**src/rtl/netirq_pkg.sv**
```systemverilog
package netirq_pkg;

    localparam int NUM_SLOTS      = 7;
    localparam int LANE_W         = 8;
    localparam int REG_W          = 32;
    localparam int NUM_BANKS      = 2;
    localparam int SLOT_W         = 3;
    localparam int PORT_W         = 4;
    localparam int ADDR_W         = 8;
    localparam int LANES_PER_BANK = REG_W / LANE_W;
    localparam int LANE_IDX_W     = $clog2(LANES_PER_BANK);
    localparam int BYTE_SEL_W     = $clog2(REG_W / 8);

    localparam logic [ADDR_W-1:0] STS_BASE   = 8'h10;
    localparam logic [ADDR_W-1:0] MSK_BASE   = 8'h20;
    localparam logic [ADDR_W-1:0] BANK_STRIDE = 8'h08;

    typedef enum logic {BANK_A = 1'b0, BANK_B = 1'b1} bank_e;

    typedef struct packed {
        logic                  valid;
        bank_e                 bank;
        logic [LANE_IDX_W-1:0] lane;
    } lane_loc_t;

    typedef struct packed {
        logic              stb;
        logic [SLOT_W-1:0] slot;
        logic [PORT_W-1:0] port;
    } irq_req_t;

    // Fixed, non-linear slot placement shared by decode logic.
    function automatic lane_loc_t slot_to_lane(input logic [SLOT_W-1:0] slot);
        lane_loc_t loc;
        loc = '{valid: 1'b1, bank: BANK_A, lane: '0};
        case (slot)
            3'd0:    begin loc.bank = BANK_A; loc.lane = 2'd0; end
            3'd1:    begin loc.bank = BANK_A; loc.lane = 2'd1; end
            3'd2:    begin loc.bank = BANK_B; loc.lane = 2'd1; end
            3'd3:    begin loc.bank = BANK_A; loc.lane = 2'd3; end
            3'd4:    begin loc.bank = BANK_A; loc.lane = 2'd2; end
            3'd5:    begin loc.bank = BANK_B; loc.lane = 2'd3; end
            3'd6:    begin loc.bank = BANK_B; loc.lane = 2'd2; end
            default: loc.valid = 1'b0;
        endcase
        return loc;
    endfunction

    function automatic logic [ADDR_W-1:0] sts_addr(input int bank);
        return STS_BASE + ADDR_W'(bank) * BANK_STRIDE;
    endfunction

    function automatic logic [ADDR_W-1:0] msk_addr(input int bank);
        return MSK_BASE + ADDR_W'(bank) * BANK_STRIDE;
    endfunction

endpackage

```
**src/rtl/netirq_req_decode.sv**
```systemverilog
module netirq_req_decode
    import netirq_pkg::*;
(
    input  logic                                clk,
    input  logic                                rst,
    input  irq_req_t                            req,
    output logic [NUM_BANKS-1:0][REG_W-1:0]     hit
);

    lane_loc_t loc;
    logic      legal;

    always_comb begin
        loc   = slot_to_lane(req.slot);
        legal = req.stb && loc.valid && (req.port < PORT_W'(LANE_W));
    end

    for (genvar b = 0; b < NUM_BANKS; b++) begin : g_bank
        for (genvar i = 0; i < REG_W; i++) begin : g_bit
            assign hit[b][i] = legal
                && (loc.bank == bank_e'(b))
                && (loc.lane == LANE_IDX_W'(i / LANE_W))
                && (req.port == PORT_W'(i % LANE_W));
        end
    end


    hit_onehot_chk: assert property (@(posedge clk) disable iff (rst)
        $onehot0(hit));


    illegal_req_quiet_chk: assert property (@(posedge clk) disable iff (rst)
        (req.slot >= SLOT_W'(NUM_SLOTS) || req.port >= PORT_W'(LANE_W)) |-> (hit == '0));

endmodule

```
**src/rtl/netirq_status_bank.sv**
```systemverilog
module netirq_status_bank
    import netirq_pkg::*;
(
    input  logic             clk,
    input  logic             rst,
    input  logic [REG_W-1:0] set_hit,
    input  logic [REG_W-1:0] clr_hit,
    output logic [REG_W-1:0] sts_q,
    output logic [REG_W-1:0] sts_next
);

    // Set wins over clear on the same bit.
    always_comb sts_next = (sts_q & ~clr_hit) | set_hit;

    always_ff @(posedge clk) begin
        if (rst) sts_q <= '0;
        else     sts_q <= sts_next;
    end


    set_lands_chk: assert property (@(posedge clk) disable iff (rst)
        (|set_hit) |=> ((sts_q & $past(set_hit)) == $past(set_hit)));


    clr_lands_chk: assert property (@(posedge clk) disable iff (rst)
        (|(clr_hit & ~set_hit)) |=> ((sts_q & $past(clr_hit & ~set_hit)) == '0));


    idle_hold_chk: assert property (@(posedge clk) disable iff (rst)
        (set_hit == '0 && clr_hit == '0) |=> $stable(sts_q));

endmodule

```
**src/rtl/netirq_regbus.sv**
```systemverilog
module netirq_regbus
    import netirq_pkg::*;
(
    input  logic                            clk,
    input  logic                            rst,
    input  logic [ADDR_W-1:0]               bus_addr,
    input  logic                            bus_wr,
    input  logic [REG_W-1:0]                bus_wdata,
    input  logic [NUM_BANKS-1:0][REG_W-1:0] sts_q,
    output logic [NUM_BANKS-1:0][REG_W-1:0] msk_q,
    output logic [NUM_BANKS-1:0][REG_W-1:0] msk_next,
    output logic [REG_W-1:0]                bus_rdata
);

    logic [NUM_BANKS-1:0] sts_sel;
    logic [NUM_BANKS-1:0] msk_sel;

    for (genvar b = 0; b < NUM_BANKS; b++) begin : g_mask
        localparam logic [ADDR_W-1:0] S_ADDR = sts_addr(b);
        localparam logic [ADDR_W-1:0] M_ADDR = msk_addr(b);

        assign sts_sel[b] = (bus_addr[ADDR_W-1:BYTE_SEL_W] == S_ADDR[ADDR_W-1:BYTE_SEL_W]);
        assign msk_sel[b] = (bus_addr == M_ADDR);

        always_comb msk_next[b] = (bus_wr && msk_sel[b]) ? bus_wdata : msk_q[b];

        always_ff @(posedge clk) begin
            if (rst) msk_q[b] <= '0;
            else     msk_q[b] <= msk_next[b];
        end


        mask_write_chk: assert property (@(posedge clk) disable iff (rst)
            (bus_wr && msk_sel[b]) |=> (msk_q[b] == $past(bus_wdata)));


        mask_hold_chk: assert property (@(posedge clk) disable iff (rst)
            !(bus_wr && msk_sel[b]) |=> $stable(msk_q[b]));
    end

    always_comb begin
        bus_rdata = '0;
        for (int b = 0; b < NUM_BANKS; b++) begin
            if (sts_sel[b]) bus_rdata = sts_q[b];
            if (msk_sel[b]) bus_rdata = msk_q[b];
        end
    end

endmodule

```
**src/rtl/netirq_aggregator.sv**
```systemverilog
module netirq_aggregator
    import netirq_pkg::*;
(
    input  logic                 clk,
    input  logic                 rst,
    input  logic                 set_stb,
    input  logic [SLOT_W-1:0]    set_slot,
    input  logic [PORT_W-1:0]    set_port,
    input  logic                 clr_stb,
    input  logic [SLOT_W-1:0]    clr_slot,
    input  logic [PORT_W-1:0]    clr_port,
    input  logic [ADDR_W-1:0]    bus_addr,
    input  logic                 bus_wr,
    input  logic [REG_W-1:0]     bus_wdata,
    output logic [REG_W-1:0]     bus_rdata,
    output logic                 irq
);

    irq_req_t                        set_req;
    irq_req_t                        clr_req;
    logic [NUM_BANKS-1:0][REG_W-1:0] set_hit;
    logic [NUM_BANKS-1:0][REG_W-1:0] clr_hit;
    logic [NUM_BANKS-1:0][REG_W-1:0] sts_q;
    logic [NUM_BANKS-1:0][REG_W-1:0] sts_next;
    logic [NUM_BANKS-1:0][REG_W-1:0] msk_q;
    logic [NUM_BANKS-1:0][REG_W-1:0] msk_next;
    logic [NUM_BANKS-1:0]            bank_pend;
    logic                            irq_q;

    assign set_req = '{stb: set_stb, slot: set_slot, port: set_port};
    assign clr_req = '{stb: clr_stb, slot: clr_slot, port: clr_port};

    netirq_req_decode u_set_dec (
        .clk (clk), .rst (rst), .req (set_req), .hit (set_hit)
    );

    netirq_req_decode u_clr_dec (
        .clk (clk), .rst (rst), .req (clr_req), .hit (clr_hit)
    );

    for (genvar b = 0; b < NUM_BANKS; b++) begin : g_bank
        netirq_status_bank u_bank (
            .clk      (clk),
            .rst      (rst),
            .set_hit  (set_hit[b]),
            .clr_hit  (clr_hit[b]),
            .sts_q    (sts_q[b]),
            .sts_next (sts_next[b])
        );
        assign bank_pend[b] = |(sts_next[b] & msk_next[b]);
    end

    netirq_regbus u_regbus (
        .clk       (clk),
        .rst       (rst),
        .bus_addr  (bus_addr),
        .bus_wr    (bus_wr),
        .bus_wdata (bus_wdata),
        .sts_q     (sts_q),
        .msk_q     (msk_q),
        .msk_next  (msk_next),
        .bus_rdata (bus_rdata)
    );

    always_ff @(posedge clk) begin
        if (rst) irq_q <= 1'b0;
        else     irq_q <= |bank_pend;
    end

    assign irq = irq_q;


    irq_level_chk: assert property (@(posedge clk) disable iff (rst)
        irq == |((sts_q[0] & msk_q[0]) | (sts_q[1] & msk_q[1])));


    bankb_low_zero_chk: assert property (@(posedge clk) disable iff (rst)
        sts_q[1][LANE_W-1:0] == '0);


    reset_clear_chk: assert property (@(posedge clk)
        rst |=> (sts_q == '0 && msk_q == '0 && !irq));

endmodule

```
**config.mk**
```make
export PLATFORM = sky130hd
export DESIGN_NAME = netirq_aggregator
export DESIGN_NICKNAME = d
export VERILOG_FILES = /design/src/rtl/netirq_pkg.sv /design/src/rtl/netirq_req_decode.sv /design/src/rtl/netirq_status_bank.sv /design/src/rtl/netirq_regbus.sv /design/src/rtl/netirq_aggregator.sv
export SDC_FILE = /design/constraint.sdc
export NUM_CORES = 1
export LEC_CHECK = 0
export BUFFER_PORTS_ARGS = -buffer_cell sky130_fd_sc_hd__clkbuf_2
export CORE_UTILIZATION = 25
export CTS_BUF_LIST = sky130_fd_sc_hd__clkbuf_8 sky130_fd_sc_hd__clkbuf_16
export CTS_CLUSTER_SIZE = 20
export DETAILED_ROUTE_END_ITERATION = 8
export PLACE_DENSITY_LB_ADDON = 0.15
export SYNTH_ARGS = -nofsm -noshare
export SYNTH_HDL_FRONTEND = slang
export SYNTH_SLANG_ARGS = --single-unit
```
**constraint.sdc**
```tcl
create_clock -name clk -period 6.6 [get_ports clk]
set_input_delay 0.33 -clock clk [delete_from_list [all_inputs] [get_ports clk]]
set_output_delay 0.33 -clock clk [all_outputs]
set_load 0.05 [all_outputs]
```
==> results of run 1 <==
==> path summary, 6_finish.rpt <==
path | start | end | slack [ns] | cells past startpoint
worst min-delay path | bus_wdata[19] | u_regbus.msk_q[51]$_SDFF_PP0_ | 0.21 | 3
worst max-delay path | bus_addr[1] | bus_rdata[22] | 3.63 | 8
worst max register to register | g_bank[1].u_bank.sts_q[11]$_SDFF_PP0_ | irq$_SDFF_PP0_ | 4.70 | 6
worst min register to register | g_bank[1].u_bank.sts_q[1]$_SDFF_PP0_ | g_bank[1].u_bank.sts_q[1]$_SDFF_PP0_ | 0.47 | 2
==> per-stage QoR <==
step,util [%],instances,setup slack [ns]
2_1_floorplan,-,718,3.580
3_3_place_gp,28.85,1077,3.223
3_5_place_dp,28.85,1077,3.229
4_1_cts,31.21,1106,3.600
5_1_grt,31.21,1106,3.504
6_report,31.21,1106,3.630
==> sequential cells by signal (all words and copies together) (netlist names) <==
name,flops
g_bank.u_bank.sts_q,64
irq,1
u_regbus.msk_q,64
==> logic make-up after synthesis <==
| kind of cell | Yosys count | share of synthesized area (%) |
|---|---|---|
| AOI/OAI and AO/OA | 241 | 25.88 |
| and+or+nand+nor | 212 | 16.52 |
| DFF | 129 | 42.19 |
| buffers and inverters | 72 | 4.845 |
| muxes | 64 | 10.57 |
==> where the power goes <==
group | switching [mW] | internal [mW]
registers | 0.000708 | 0.780
clock network | 0.348 | 0.573
logic | 0.0662 | 0.0242
total | 0.415 | 1.38
==> cells in the mapped netlist (all sizes together) <==
cell type	instances
or4	2
or3	2
or3b	1
or2	1
a21oi	120
a22o	32
nor2b	4
a41oi	1
inv	7
buf	12
and3b	5
nand4bb	2
nor4bb	2
nand4b	1
mux2	2
nand2	3
nand2b	2
nor4b	3
or4bb	1
or4b	5
nor4	10
mux2i	62
clkbuf	53
dfxtp	129
a221o	1
nor3b	4
o22ai	31
and3	3
o31a	56
nand3b	1
and4	1
nor2	156
nor3	3
==> layer usage <==
layer / routed length [µm] / track usage, %
met4: 610 / 7.189
met3: 1217 / 3.647
met1: 11400 / 27.09
met2: 10990 / 31.35
met5: 0 / 0
==> layout make-up <==
| type | count | share of cell area [%] |
|---|---|---|
| sequential | 129 | 34.84 |
| multi-input combinational | 517 | 44.27 |
| timing repair buffer | 105 | 7.595 |
| clock inverter | 9 | 1.266 |
| inverter | 7 | 0.3544 |
| tap | 319 | 5.384 |
| clock buffer | 20 | 6.295 |
==> worst reg2reg max path, delay by kind of cell (launching register included) <==
| family | cells | cell delay [ns] |
|---|---|---|
| AOI/OAI and AO/OA | 4 | 0.59 |
| and+or+nand+nor | 2 | 0.83 |
| DFF | 1 | 0.31 |
==> impl_metrics.env, run 1 <==
export IMPL_num_vias=5752
export IMPL_ctsHtreeMaxLevel=4
export IMPL_register_area_um2=2582
export IMPL_cts_tree="done"
export IMPL_crit_buf_inv=3
export IMPL_cts_setup_buffers=0
export IMPL_syn_num_nets=777
export IMPL_wirelength_um=24220
export IMPL_grt_pass1_wl_um=35960
export IMPL_nets=836
export IMPL_vias_per_cell=5.201
export IMPL_synth_area_leader_cell="dfxtp_1"
export IMPL_area_growth_pct=21.12
export IMPL_gr_total_overflow=0
export IMPL_hold_buffers=0
export IMPL_post_dp_hpwl_um=16330
export IMPL_cts_made_buffers=17
export IMPL_ys_ff_latch=129
export IMPL_fmax_mhz=336.7
export IMPL_cp_arrival_ns=2.64
export IMPL_final_setup_tns_ns=0
export IMPL_coreArea_um2=23750
export IMPL_crit_path_end_kind="output pin"
export IMPL_port_buffers=91
export IMPL_synth_top_area_share_pct=42.19
export IMPL_grt_antenna_before_repair=0
export IMPL_gp_congestion=0.7929
export IMPL_layout_drive_gt1_share_pct=18.81
export IMPL_ios=92
export IMPL_drcViolationCount=0
export IMPL_yosysWarnings=0
export IMPL_num_antenna_cells=0
export IMPL_worstSetupStartpointType="input pin"
export IMPL_synthesis_area_per_instance_um2=8.525
export IMPL_clockBufferDepth=2
export IMPL_dieArea_um2=25110
export IMPL_worst_ep_required_time_ns=6.27
export IMPL_synthCells=718
export IMPL_power_mw=1.792
export IMPL_multi_input_comb_area_um2=3282
export IMPL_layout_common_cells="nor2_1 (156), dfxtp_1 (129), a21oi_1 (120)"
export IMPL_start_util_pct=25.77
export IMPL_seq_area_frac_synth_pct=42.19
export IMPL_finalHoldViolations=0
export IMPL_hp_class="input pin to register"
export IMPL_worstMarginPinSlew_ns=1.186
export IMPL_cts_root_buffer="clkbuf_16"
export IMPL_clock_sinks=129
export IMPL_cellPowerDensity_nw_per_um2=241.8
export IMPL_final_common_cell="nor2_1"
export IMPL_hold_worst_slack_ns=0.2091
export IMPL_rsz0062_at_grt="no"
export IMPL_antenna_left=0
export IMPL_clkSlewWorstSetupHoldPaths_ns=0.06
export IMPL_path_cells="clkbuf_2 > or4b_4 > or3_1 > nor3_2 > buf_4 > a21oi_1 > a21oi_1 > clkbuf_2"
export IMPL_slowest_stage="or4b_4"
export IMPL_crit_type="input pin to output pin"
export IMPL_slew_viol_final=0
export IMPL_cap_violations=0
export IMPL_drt_pass1_iterations=5
export IMPL_ir_drop_v=0.0001241
export IMPL_clk_latency_ns=0.43
export IMPL_cp_max_fo=32
export IMPL_grtUsageTotal_pct=19.94
export IMPL_cts_resized=0
export IMPL_p_leak_nw=3.014
export IMPL_ys_types=40
export IMPL_row_count=56
export IMPL_grt_max_degree=90
export IMPL_period_needed_ns=2.970
export IMPL_setup_viol=0
export IMPL_wl_per_cell_um=21.90
export IMPL_drt_iter0_drc=493
export IMPL_fin_skew_ns=0.009550
export IMPL_die_y_um=158.5
export IMPL_fin_crit_sh_pct=44.99
export IMPL_die_w_um=158.5
export IMPL_placed_cell_area_um2=6853
export IMPL_cpPeakStageDelay_ns=0.56
export IMPL_fillers=2526
export IMPL_yosys_top_cells_area="dfxtp_1 (42%), mux2i_1 (10%), a21oi_1 (9.8%)"
export IMPL_max_slew_margin_rel_pct=19.84
export IMPL_fin_area_um2=7413
export IMPL_syn_area_um2=6121
export IMPL_status="complete, no violations"
export IMPL_cp_top_family="simple AND/OR/NAND/NOR gates"
export IMPL_grt_pass1_vias=5557
No activity file was read; power rests on OpenSTA's default activity.
==> run 2, diff against run 1 <==
Settings changed: ABC_AREA set to 1.
Clock period 6.6 ns to 2.98 ns, I/O delays scaled along.
==> run 2 against run 1 <==
  * The flow now finishes with violations (design-rule violations)
  * Sequential power grew 120%
  * Highest routed layer unchanged
  * Final cell count grew 37%
  * Utilization up 0.81 points
  * Global-route usage shrank 0.34 points
  * Critical path type is now input pin to register
  * Clock power grew to 2.6 times the previous value
  * Via count up 29%
  * Synthesized cell count increased by 49%
  * Hold slack worse by 0.20 ns
  * Sequential cell count is the same
  * Sequential share of layout area down 4.1 points
  * Area after synthesis rose by 10%
==> impl_metrics.env, run 2 <==
export IMPL_status="complete, but fails checks"
export IMPL_failed_checks="design-rule violations"
export IMPL_cts_made_buffers=17
export IMPL_cellPowerDensity_nw_per_um2=515.0
export IMPL_final_common_cell="nand2_1"
export IMPL_fin_crit_sh_pct=68.12
export IMPL_drt_pass1_iterations=7
export IMPL_fin_util_pct=32.02
export IMPL_grtUsageTotal_pct=19.60
export IMPL_cap_violations=0
export IMPL_row_count=59
export IMPL_seq_area_frac_synth_pct=38.32
export IMPL_cts_tree="done"
export IMPL_start_util_pct=25.64
export IMPL_die_w_um=166.2
export IMPL_synth_common_cells="nand2_1 (441), dfxtp_1 (129), a21oi_1 (108)"
export IMPL_rsz0062_at_grt="no"
export IMPL_clkSlewWorstSetupHoldPaths_ns=0.06
export IMPL_clockBufferDepth=2
export IMPL_fin_skew_ns=0.005694
export IMPL_drcViolationCount=6
export IMPL_syn_area_um2=6739
export IMPL_synthCells=1071
export IMPL_nets=1229
export IMPL_wl_per_cell_um=17.53
export IMPL_p_leak_nw=4.045
export IMPL_syn_num_nets=1130
export IMPL_setup_viol=0
export IMPL_ios=92
export IMPL_area_growth_pct=24.86
export IMPL_layout_common_cells="nand2_1 (441), dfxtp_1 (129), a21oi_1 (108)"
export IMPL_ys_flop_type="dfxtp_1"
export IMPL_finalHoldViolations=0
export IMPL_yosys_top_cells_area="dfxtp_1 (38%), nand2_1 (25%), a21oi_1 (8.0%)"
export IMPL_yosysWarnings=0
export IMPL_ys_ff_latch=129
export IMPL_gr_total_overflow=0
export IMPL_drt_iter0_drc=645
export IMPL_cp_arrival_ns=2.33
export IMPL_place_ws_ns=0.5938
export IMPL_synth_edff_count=0
export IMPL_worst_ep_required_time_ns=3.28
export IMPL_clk_latency_ns=0.42
export IMPL_fin_cells=1518
export IMPL_post_dp_hpwl_um=18140
export IMPL_worstMarginPinSlew_ns=0.7391
export IMPL_grt_pass1_vias=7090
export IMPL_max_slew_margin_rel_pct=50.73
export IMPL_clock_sinks=129
export IMPL_hp_class="input pin to register"
export IMPL_port_buffers=91
export IMPL_gp_congestion=0.8330
export IMPL_ir_drop_v=0.0003079
export IMPL_vias_per_cell=4.879
export IMPL_num_vias=7406
export IMPL_dieArea_um2=27620
export IMPL_grt_max_degree=65
export IMPL_grt_antenna_before_repair=0
export IMPL_ys_types=24
export IMPL_die_y_um=166.2
export IMPL_synth_area_leader_cell="dfxtp_1"
export IMPL_period_needed_ns=2.030
export IMPL_grt_pass1_wl_um=41490
export IMPL_synth_top_area_share_pct=38.32
export IMPL_dp_cells=1468
export IMPL_cts_root_buffer="clkbuf_16"
export IMPL_crit_path_end_kind="register"
export IMPL_slew_viol_final=0
export IMPL_worstSetupStartpointType="input pin"
export IMPL_num_antenna_cells=0
export IMPL_crit_type="input pin to register"
export IMPL_wirelength_um=26620
export IMPL_async_flop_share_pct=0
export IMPL_final_setup_tns_ns=0
export IMPL_fmax_mhz=492.6
export IMPL_synthesis_area_per_instance_um2=6.292
export IMPL_worst_slack_ns=0.9500
export IMPL_coreArea_um2=26280
export IMPL_antenna_left=0
export IMPL_layout_drive_gt1_share_pct=13.27
export IMPL_ctsHtreeMaxLevel=4
export IMPL_post_synth_top_count_cell="nand2_1"
export IMPL_cp_max_fo=8
[run 2: cell count changes in the layout (fill, tap and decap cells not counted), sizes merged, moves of 32 or more]
cell,change
nand4,+75
nor2,-101
nand3,+77
o21ai,+59
inv,+53
o31a,-56
nand2,+440
a22o,-32
mux2i,-62
[run 2: timing repair]
item                                   CTS  global route
resized for setup                        0             0
hold buffers                            18             0
setup buffers                            0             0
endpoints found under the hold margin   31             0
[run 2: cell families (layout without fill, tap and decap cells)]
family / count (synthesis) / after routing / synth area share, %
compound gates: 168 / 168 / 12.51
buf+inv: 113 / 225 / 6.944
flops: 129 / 129 / 38.32
simple gates: 661 / 661 / 42.22
[run 2: final timing paths]
kind | startpoint | endpoint | slack [ns] | depth (start not counted)
min reg2reg | g_bank[1].u_bank.sts_q[0]$_SDFF_PP0_ | g_bank[1].u_bank.sts_q[0]$_SDFF_PP0_ | 0.44 | 2
max reg2reg | u_regbus.msk_q[15]$_SDFF_PP0_ | irq$_SDFF_PP0_ | 1.63 | 10
min | bus_wdata[1] | u_regbus.msk_q[33]$_SDFF_PP0_ | 0.01 | 3
max | clr_port[3] | irq$_SDFF_PP0_ | 0.95 | 13
[run 2: layout make-up]
type,instances,area (µm²)
Fill cell,2953,17870
Multi-Input combinational cell,829,3694
Sequential cell,129,2582
Timing Repair Buffer,130,820.8
Clock buffer,19,452.9
Tap cell,335,419.2
Inverter,63,236.5
Clock inverter,13,209.0
[run 2: worst max-delay path: stages]
cell and delay (ns):
clkbuf_2 0.10, nor2_1 0.44, nand4_1 0.50, o21ai_0 0.37
nand2_1 0.09, nand2_1 0.06, nand2_1 0.07, nor2_1 0.15
nand2_1 0.10, nor2_1 0.10, nand2_1 0.05, nor2_1 0.10
nor2_1 0.05
[run 2: through the flow]
step | cell area (µm²) | hold slack [ns] | power (mW)
floorplan | 6739 | 0.3136 | 1.867
global placement | 7572 | 0.4245 | 1.994
detailed placement | 7572 | 0.4289 | 1.992
CTS | 8414 | 0.001382 | 4.376
global route | 8414 | 0.01155 | 4.478
finish | 8414 | 0.01088 | 4.333
[run 2: where the power goes]
part / switching (mW) / internal [mW]
Clock: 0.829 / 1.53
Sequential: 0.00144 / 1.73
Combinational: 0.175 / 0.0701
Total: 1.01 / 3.33
[run 2: routing by layer]
layer	GRT usage, %	vias to the layer above	share of wire (%)
met1	27.58	3469	49
met3	3.384	13	4.3
met5	0	-	0
met2	31.24	176	46
li1	-	3748	-
met4	4.023	0	0.71
